`src/rtl/pgwalk_pkg.sv`:
```
package pgwalk_pkg;

  typedef enum logic [2:0] {
    PW_IDLE     = 3'd0,
    PW_RD_DIR   = 3'd1,
    PW_WT_DIR   = 3'd2,
    PW_RD_TBL   = 3'd3,
    PW_WT_TBL   = 3'd4,
    PW_DONE     = 3'd5,
    PW_FAULT    = 3'd6
  } pw_state_e;

  typedef enum logic {
    LVL_DIR = 1'b0,
    LVL_TBL = 1'b1
  } pw_level_e;

endpackage

```
`src/rtl/pgwalk_base_reg.sv`:
```
module pgwalk_base_reg #(
  parameter int FRM_W = 20
) (
  input  logic             clk,
  input  logic             rst_n,
  input  logic             load,
  input  logic             busy,
  input  logic [FRM_W-1:0] frame_in,
  output logic [FRM_W-1:0] base_q
);
  // the base is only replaced between walks
  always_ff @(posedge clk) begin
    if (!rst_n)
      base_q <= '0;
    else if (load && !busy)
      base_q <= frame_in;
  end
endmodule

```
`src/rtl/pgwalk_addr.sv`:
```
module pgwalk_addr #(
  parameter int FRM_W = 20,
  parameter int IDX_W = 10,
  parameter int OFF_W = 12,
  parameter int ENT_W = 32
) (
  input  logic             use_tbl,
  input  logic [FRM_W-1:0] base_frame,
  input  logic [FRM_W-1:0] dir_frame,
  input  logic [IDX_W-1:0] dir_idx,
  input  logic [IDX_W-1:0] tbl_idx,
  output logic [FRM_W+OFF_W-1:0] addr
);
  localparam int PA_W    = FRM_W + OFF_W;
  localparam int BYTE_SH = $clog2(ENT_W / 8);

  // byte address of entry 'idx' in the table occupying frame 'frm'
  function automatic logic [PA_W-1:0] entry_addr(input logic [FRM_W-1:0] frm,
                                                 input logic [IDX_W-1:0] idx);
    logic [PA_W-1:0] page;
    logic [PA_W-1:0] slot;
    page = {frm, {OFF_W{1'b0}}};
    slot = PA_W'(idx) << BYTE_SH;
    return page | slot;
  endfunction

  always_comb begin
    if (use_tbl)
      addr = entry_addr(dir_frame, tbl_idx);
    else
      addr = entry_addr(base_frame, dir_idx);
  end
endmodule

```
`src/rtl/pgwalk_fsm.sv`:
```
module pgwalk_fsm
  import pgwalk_pkg::*;
#(
  parameter int VA_W  = 32,
  parameter int OFF_W = 12,
  parameter int ENT_W = 32,
  parameter int ACC_W = 3,
  parameter int VLD_B = 0
) (
  input  logic                  clk,
  input  logic                  rst_n,
  input  logic                  miss_valid,
  input  logic [VA_W-1:0]       miss_vaddr,
  input  logic                  mem_req_ready,
  input  logic                  mem_rsp_valid,
  input  logic [ENT_W-1:0]      mem_rsp_data,
  output pw_state_e             state,
  output logic                  walk_start,
  output logic                  use_tbl,
  output logic                  req_valid,
  output logic [VA_W-1:0]       va_q,
  output logic [ENT_W-OFF_W-1:0] dir_frm_q,
  output logic [ENT_W-OFF_W-1:0] pte_frm_q,
  output logic [ACC_W-1:0]      pte_acc_q,
  output pw_level_e             lvl_q
);
  localparam int FRM_W = ENT_W - OFF_W;

  function automatic logic entry_ok(input logic [ENT_W-1:0] e);
    return e[VLD_B];
  endfunction

  function automatic logic [FRM_W-1:0] entry_frame(input logic [ENT_W-1:0] e);
    return e[ENT_W-1:OFF_W];
  endfunction

  function automatic logic [ACC_W-1:0] entry_access(input logic [ENT_W-1:0] e);
    return e[ACC_W:1];
  endfunction

  assign walk_start = (state == PW_IDLE) && miss_valid;
  assign use_tbl    = (state == PW_RD_TBL);
  assign req_valid  = (state == PW_RD_DIR) || (state == PW_RD_TBL);

  always_ff @(posedge clk) begin
    if (!rst_n) begin
      state     <= PW_IDLE;
      va_q      <= '0;
      dir_frm_q <= '0;
      pte_frm_q <= '0;
      pte_acc_q <= '0;
      lvl_q     <= LVL_DIR;
    end else begin
      case (state)
        PW_IDLE: begin
          if (miss_valid) begin
            va_q  <= miss_vaddr;
            state <= PW_RD_DIR;
          end
        end
        PW_RD_DIR: if (mem_req_ready) state <= PW_WT_DIR;
        PW_WT_DIR: begin
          if (mem_rsp_valid) begin
            dir_frm_q <= entry_frame(mem_rsp_data);
            if (entry_ok(mem_rsp_data)) begin
              state <= PW_RD_TBL;
            end else begin
              lvl_q <= LVL_DIR;
              state <= PW_FAULT;
            end
          end
        end
        PW_RD_TBL: if (mem_req_ready) state <= PW_WT_TBL;
        PW_WT_TBL: begin
          if (mem_rsp_valid) begin
            pte_frm_q <= entry_frame(mem_rsp_data);
            pte_acc_q <= entry_access(mem_rsp_data);
            if (entry_ok(mem_rsp_data)) begin
              state <= PW_DONE;
            end else begin
              lvl_q <= LVL_TBL;
              state <= PW_FAULT;
            end
          end
        end
        PW_DONE:  state <= PW_IDLE;
        PW_FAULT: state <= PW_IDLE;
        default:  state <= PW_IDLE;
      endcase
    end
  end
endmodule

```
`src/rtl/pgwalk_top.sv`:
```
module pgwalk_top
  import pgwalk_pkg::*;
#(
  parameter int VA_W  = 32,
  parameter int OFF_W = 12,
  parameter int IDX_W = 10,
  parameter int ENT_W = 32,
  parameter int ACC_W = 3,
  parameter int VLD_B = 0,
  localparam int FRM_W = ENT_W - OFF_W,
  localparam int VPN_W = VA_W - OFF_W,
  localparam int PA_W  = FRM_W + OFF_W
) (
  input  logic             clk,
  input  logic             rst_n,
  input  logic             ctx_load,
  input  logic [FRM_W-1:0] ctx_frame,
  input  logic             miss_valid,
  input  logic [VA_W-1:0]  miss_vaddr,
  output logic             busy,
  output logic             mem_req_valid,
  output logic [PA_W-1:0]  mem_req_addr,
  input  logic             mem_req_ready,
  input  logic             mem_rsp_valid,
  input  logic [ENT_W-1:0] mem_rsp_data,
  output logic             fill_valid,
  output logic             fill_fault,
  output logic             fill_lvl,
  output logic [VPN_W-1:0] fill_vpn,
  output logic [FRM_W-1:0] fill_ppn,
  output logic [ACC_W-1:0] fill_access,
  output logic [PA_W-1:0]  fill_paddr
);
  pw_state_e        state;
  pw_level_e        lvl_q;
  logic             walk_start;
  logic             use_tbl;
  logic             req_valid;
  logic [VA_W-1:0]  va_q;
  logic [FRM_W-1:0] dir_frm_q;
  logic [FRM_W-1:0] pte_frm_q;
  logic [ACC_W-1:0] pte_acc_q;
  logic [FRM_W-1:0] base_q;
  logic             ok_pulse;
  logic             bad_pulse;

  pgwalk_fsm #(
    .VA_W(VA_W), .OFF_W(OFF_W), .ENT_W(ENT_W), .ACC_W(ACC_W), .VLD_B(VLD_B)
  ) u_fsm (
    .clk(clk), .rst_n(rst_n),
    .miss_valid(miss_valid), .miss_vaddr(miss_vaddr),
    .mem_req_ready(mem_req_ready), .mem_rsp_valid(mem_rsp_valid),
    .mem_rsp_data(mem_rsp_data),
    .state(state), .walk_start(walk_start), .use_tbl(use_tbl),
    .req_valid(req_valid), .va_q(va_q), .dir_frm_q(dir_frm_q),
    .pte_frm_q(pte_frm_q), .pte_acc_q(pte_acc_q), .lvl_q(lvl_q)
  );

  pgwalk_base_reg #(.FRM_W(FRM_W)) u_base (
    .clk(clk), .rst_n(rst_n), .load(ctx_load), .busy(busy),
    .frame_in(ctx_frame), .base_q(base_q)
  );

  pgwalk_addr #(
    .FRM_W(FRM_W), .IDX_W(IDX_W), .OFF_W(OFF_W), .ENT_W(ENT_W)
  ) u_addr (
    .use_tbl(use_tbl), .base_frame(base_q), .dir_frame(dir_frm_q),
    .dir_idx(va_q[VA_W-1 -: IDX_W]), .tbl_idx(va_q[OFF_W +: IDX_W]),
    .addr(mem_req_addr)
  );

  assign busy          = (state != PW_IDLE);
  assign mem_req_valid = req_valid;
  assign ok_pulse      = (state == PW_DONE);
  assign bad_pulse     = (state == PW_FAULT);

  assign fill_valid  = ok_pulse || bad_pulse;
  assign fill_fault  = bad_pulse;
  assign fill_lvl    = bad_pulse && (lvl_q == LVL_TBL);
  assign fill_vpn    = va_q[VA_W-1:OFF_W];
  assign fill_ppn    = ok_pulse ? pte_frm_q : '0;
  assign fill_access = ok_pulse ? pte_acc_q : '0;
  assign fill_paddr  = ok_pulse ? {pte_frm_q, va_q[OFF_W-1:0]} : '0;
endmodule

```
`config.mk`:
```
export PLATFORM = sky130hd
export DESIGN_NAME = pgwalk_top
export DESIGN_NICKNAME = d
export VERILOG_FILES = /design/src/rtl/pgwalk_pkg.sv /design/src/rtl/pgwalk_base_reg.sv /design/src/rtl/pgwalk_addr.sv /design/src/rtl/pgwalk_fsm.sv /design/src/rtl/pgwalk_top.sv
export SDC_FILE = /design/constraint.sdc
export NUM_CORES = 1
export LEC_CHECK = 0
export BUFFER_PORTS_ARGS = -buffer_cell sky130_fd_sc_hd__buf_2
export CAP_MARGIN = 20
export CORE_MARGIN = 4
export CORE_UTILIZATION = 48
export DETAILED_ROUTE_END_ITERATION = 8
export PLACE_DENSITY = 0.8
export SLEW_MARGIN = 15
export SYNTH_ARGS = -nofsm -noshare
export SYNTH_HDL_FRONTEND = slang
export SYNTH_SLANG_ARGS = --single-unit
```
`constraint.sdc`:
```
create_clock -name clk -period 1.6 [get_ports clk]
set_input_delay 0.08 -clock clk [delete_from_list [all_inputs] [get_ports clk]]
set_output_delay 0.08 -clock clk [all_outputs]
set_load 0.01 [all_outputs]
```
Word level (Yosys, flattened, before mapping)
Cells that the tools add are included.
- bits in registers: 99
- bits in latches: 0
- RAM bits: 0
- bits in read-only memories: 0
- input port bits: 90
- memories: 0
- add/sub/neg operators: 0
- $mul: 0
- div/mod/pow operators: 0
- magnitude comparators: 0
- equal/unequal tests: 13
- shift-type cells: 0
- mux-type cells: 17
- bitwise gates (word level): 2
- reduce and logical (&&, ||, !) cells: 13
- operator list (operator ; count):
    2-to-1 mux 32 bit ; 2
    bitwise OR 32 x 12 -> 32 bit ; 2
    2-to-1 mux 3 bit ; 7
    2-to-1 mux 20 bit ; 1
    case mux 3 bit (5 select lines) ; 1
    inequality test 2 bit (second input constant) ; 7
    AND reduction 5 bit ; 2
    equality test 3 bit (second input constant) ; 3
    equality test 3 x 2 -> 1 bit (second input constant) ; 2
    AND reduction 2 bit ; 3
    2-to-1 mux 1 bit ; 4
    equality test 3 x 1 -> 1 bit (second input constant) ; 1
    logical NOT 3 bit ; 1
    nonzero test 3 bit ; 1
    logical AND 1 bit ; 2
    logical OR 1 bit ; 2
    2-to-1 mux 2 bit ; 1
    case mux 1 bit (2 select lines) ; 1
    nonzero test 2 bit ; 1
    logical NOT 1 bit ; 1

Logic depth before layout (Yosys ltp)
- depth in word-level cells: 3
- depth in mapped cells: 7
- mapped depth without buffers: 3

Cells and area by module
A second synthesis with hierarchy kept.
- cell total of the unflattened synthesis: 553
- area total of the unflattened synthesis: 4918.5 um2
- modules (own cells, without submodules) (module ; instances ; cells an instance ; area each (um2) ; sequential area each (um2)):
    pgwalk_fsm ; 1 ; 362 ; 3104.2 ; 1581.5
    pgwalk_base_reg ; 1 ; 87 ; 827.0 ; 400.4
    pgwalk_addr ; 1 ; 36 ; 503.0 ; 0.0
    pgwalk_top ; 1 ; 68 ; 484.2 ; 0.0

Worst setup path before layout
No wires, ideal clock.
- kind: reg2out
- start: reg u_fsm.state[2]
- end: out fill_ppn[0]
- arrival: 1.409 ns
- slack: 0.111 ns
- stages on the path, launching flop included: 7
- cell sequence: dfxtp_1 buf_2 and3_1 clkbuf_1 clkbuf_1 and2_1 buf_4
- longest elaborated chain between the ends: 2
- RTL lines (item ; RTL line ; text):
    start, declared ; pgwalk_fsm.sv:17 ; output pw_state_e state,
    start signal, assigned ; pgwalk_fsm.sv:47 ; state <= PW_IDLE;
    start signal, assigned ; pgwalk_fsm.sv:58 ; state <= PW_RD_DIR;
    start signal, assigned ; pgwalk_fsm.sv:61 ; PW_RD_DIR: if (mem_req_ready) state <= PW_WT_DIR;
    equality test 3 bit ; pgwalk_top.sv:74 ; assign ok_pulse = (state == PW_DONE);
    2-to-1 mux 20 bit ; pgwalk_top.sv:81 ; assign fill_ppn = ok_pulse ? pte_frm_q : '0;
    end, declared ; pgwalk_top.sv:30 ; output logic [FRM_W-1:0] fill_ppn,
No other way between the ends.

Worst setup path in the final report
- start: reg u_fsm.state[0]
- end: out fill_paddr[31]
- longest elaborated chain between the ends: 2
- RTL lines (item ; RTL line ; text):
    equality test 3 bit ; pgwalk_top.sv:74 ;
    2-to-1 mux 32 bit ; pgwalk_top.sv:83 ; assign fill_paddr = ok_pulse ? {pte_frm_q, va_q[OFF_W-1:0]} : '0;
    end, declared ; pgwalk_top.sv:32 ; output logic [PA_W-1:0] fill_paddr
No other way between the ends.

==> flow_metrics.env <==
export IMPL_hold_class="in -> reg"
export IMPL_yosysMostFrequentCell="nand2_1"
export IMPL_rsz0062_at_grt="true"
export IMPL_yosysSeqAreaShare_pct=41.3
export IMPL_placed_area_um2=5650
export IMPL_drt_first_pass_iters=4
export IMPL_die_h_um=108
export IMPL_drv_slew=0
export IMPL_layout_cells_non_filler=943
export IMPL_overflow=0
export IMPL_peakVddDrop_v=0.000593
export IMPL_cts_path_max_buffers=2
export IMPL_root_buffer="clkbuf_8"
export IMPL_synth_common_cells="nand2_1 (173), dfxtp_1 (99), buf_4 (44)"
export IMPL_critPathMaxFanout=9
export IMPL_grt_pass1_vias=4997
export IMPL_routedWlPerCell_um=17.3
export IMPL_grt_max_degree=64
export IMPL_p_leak_nw=3.27
export IMPL_cts_htree_levels=3
export IMPL_nNetsFinal=897
export IMPL_remaining_drc_errors=0
export IMPL_synth_area_leaders="dfxtp_1 (41%), nand2_1 (14%), mux2_2 (7.3%)"
export IMPL_initial_core_util_pct=49.3
export IMPL_clock_latency_ns=0.35
export IMPL_cts_sinks=99
export IMPL_r2r_cells=7
export IMPL_antenna_cells=0
export IMPL_ys_ff_latch=99
export IMPL_min_period_ns=1.69
export IMPL_track_usage_pct=26.3
export IMPL_synth_async_reset_ratio_pct=0
export IMPL_place_congestion=0.817
export IMPL_avgSynthCellArea_um2=8.28
export IMPL_grt_pass1_wl_um=24200
export IMPL_vias_per_cell=5.15
export IMPL_rows=36
export IMPL_numCtsBuffers=9
export IMPL_drt_iter0_drc=228
export IMPL_whs_path_depth=3
export IMPL_hold_ws_ns=0.110
export IMPL_layout_drive_gt1_share_pct=36.3
export IMPL_worstPathRequired_ns=1.52
export IMPL_violations="setup timing"
export IMPL_cts_tree="built"
export IMPL_startpoint_type="register"
export IMPL_post_route_util_pct=73.7
export IMPL_port_buffers=191
export IMPL_critPathCaptureType="primary output"
export IMPL_finClkSkew_ns=0.00684
export IMPL_synthFlopType="dfxtp_1"
export IMPL_grt_antenna_before_repair=0
export IMPL_status="finished, violations left"
export IMPL_netlist_instances=579
export IMPL_io_pins=202
export IMPL_power_total_mw=6.04
export IMPL_areaGrowthSynthToFinish_pct=49.6
export IMPL_dp_slack_ns=0.0821
export IMPL_vias=4853
export IMPL_powerDensity_nw_per_um2=842
export IMPL_dieArea_um2=11700
export IMPL_cts_clk_slew_worst_paths_ns=0.09
export IMPL_place_inst=835
export IMPL_ys_warn_count=0
export IMPL_drv_cap=0
export IMPL_synth_edf_count=0
export IMPL_hold_viol=0
export IMPL_drt_total_wl_um=16300
export IMPL_finalCritPeriodShare_pct=105
export IMPL_synth_cell_types=42
export IMPL_postRouteAntennaNets=0
export IMPL_arrival_ns=1.61
export IMPL_finalSetupTns_ns=-4.83
export IMPL_worst_setup_path_type="reg -> out"
export IMPL_finalSetupViolCount=107
export IMPL_yosysTopAreaCell="dfxtp_1"
export IMPL_fmax_mhz=593
export IMPL_yosys_area_top_type_share_pct=41.3
export IMPL_final_area_um2=7170
export IMPL_die_w_um=108
export IMPL_synth_area_um2=4790
export IMPL_layout_setup_ws_ns=-0.0876
export IMPL_core_area_um2=9730
export IMPL_dpl_hpwl_um=9080
[final timing paths]
kind,to,start,slack [ns]
setup / recovery,fill_paddr[31],u_fsm.state[0],-0.09
hold / removal,u_fsm.lvl_q,mem_rsp_data[0],0.11
setup reg to reg,u_fsm.va_q[15],u_fsm.state[0],-0.05
hold reg to reg,u_fsm.va_q[1],u_fsm.va_q[1],0.45
[per-layer routing]
| layer | wire [um] | GRT usage [%] | vias to the layer above | part of all wire, % |
|---|---|---|---|---|
| met5 | 0 | 0 | - | 0 |
| met4 | 509 | 10.5 | 0 | 3.1 |
| met3 | 1070 | 5.61 | 42 | 6.6 |
| met2 | 8570 | 49.1 | 218 | 53 |
| met1 | 6120 | 28.9 | 2283 | 38 |
| li1 | - | - | 2310 | - |
[registers in the layout, indices dropped and copies added (netlist names)]
register and count:
u_fsm.lvl_q 1, u_fsm.state 3, u_fsm.va_q 32, u_fsm.pte_acc_q 3, u_fsm.pte_frm_q 20, u_base.base_q 20
u_fsm.dir_frm_q 20
[logic make-up (layout without fill, tap and decap cells)]
| family | count (synthesis) | after routing | synth area share, % |
|---|---|---|---|
| AO/OA/AOI/OAI | 106 | 106 | 15.3 |
| AND/OR/NAND/NOR | 251 | 251 | 24.4 |
| flip-flops | 99 | 99 | 41.3 |
| other | 1 | 2 | 0.0782 |
| buffers and inverters | 90 | 320 | 11.4 |
| multiplexers | 31 | 31 | 7.28 |
| XOR/XNOR | 1 | 1 | 0.183 |
[cell usage in the layout, fill, tap and decap left out, types with 3 or more instances in the layout]
cell type      count
nand2_1          172
buf_2            162
dfxtp_1           96
dlygate4sd3_1     75
a21boi_0          38
a21boi_1          37
buf_6             28
and2_1            27
nand3_1           20
o21ai_0           19
buf_4             19
mux2_2            18
mux2_4            13
and2_4            11
clkbuf_8          10
buf_12            10
clkbuf_16          5
a21oi_1            3
dfxtp_4            3
[report_power, final]
part / leakage, nW / total [mW] / switching, mW / internal [mW]
Sequential: 0.808 / 2.76 / 0.117 / 2.64
Combinational: 2.37 / 1.72 / 0.797 / 0.925
Clock: 0.0885 / 1.56 / 0.807 / 0.752
[repair_timing]
item,4_1_cts,5_1_grt
pin swaps,2,5
hold buffers,75,0
setup endpoints to repair,86,101
gates resized for setup,61,18
buffers inserted,8,4
cloned,2,5
endpoints found under the hold margin,89,0
[layout make-up]
cell class / instances / area, um^2
multi-input combinational: 391 / 2390
clock inverter: 2 / 37.5
clock buffer: 12 / 145
timing repair buffer: 303 / 2430
sequential: 99 / 1990
inverter: 3 / 11.3
fill: 690 / 2560
tap: 133 / 166
[worst max-delay path, cell delays in order (launching register included)]
cell,delay [ns]
dfxtp_4,0.35
buf_4,0.14
and3_4,0.28
clkbuf_16,0.19
and2_4,0.15
buf_2,0.13
Power figures use the tool's default switching activity.
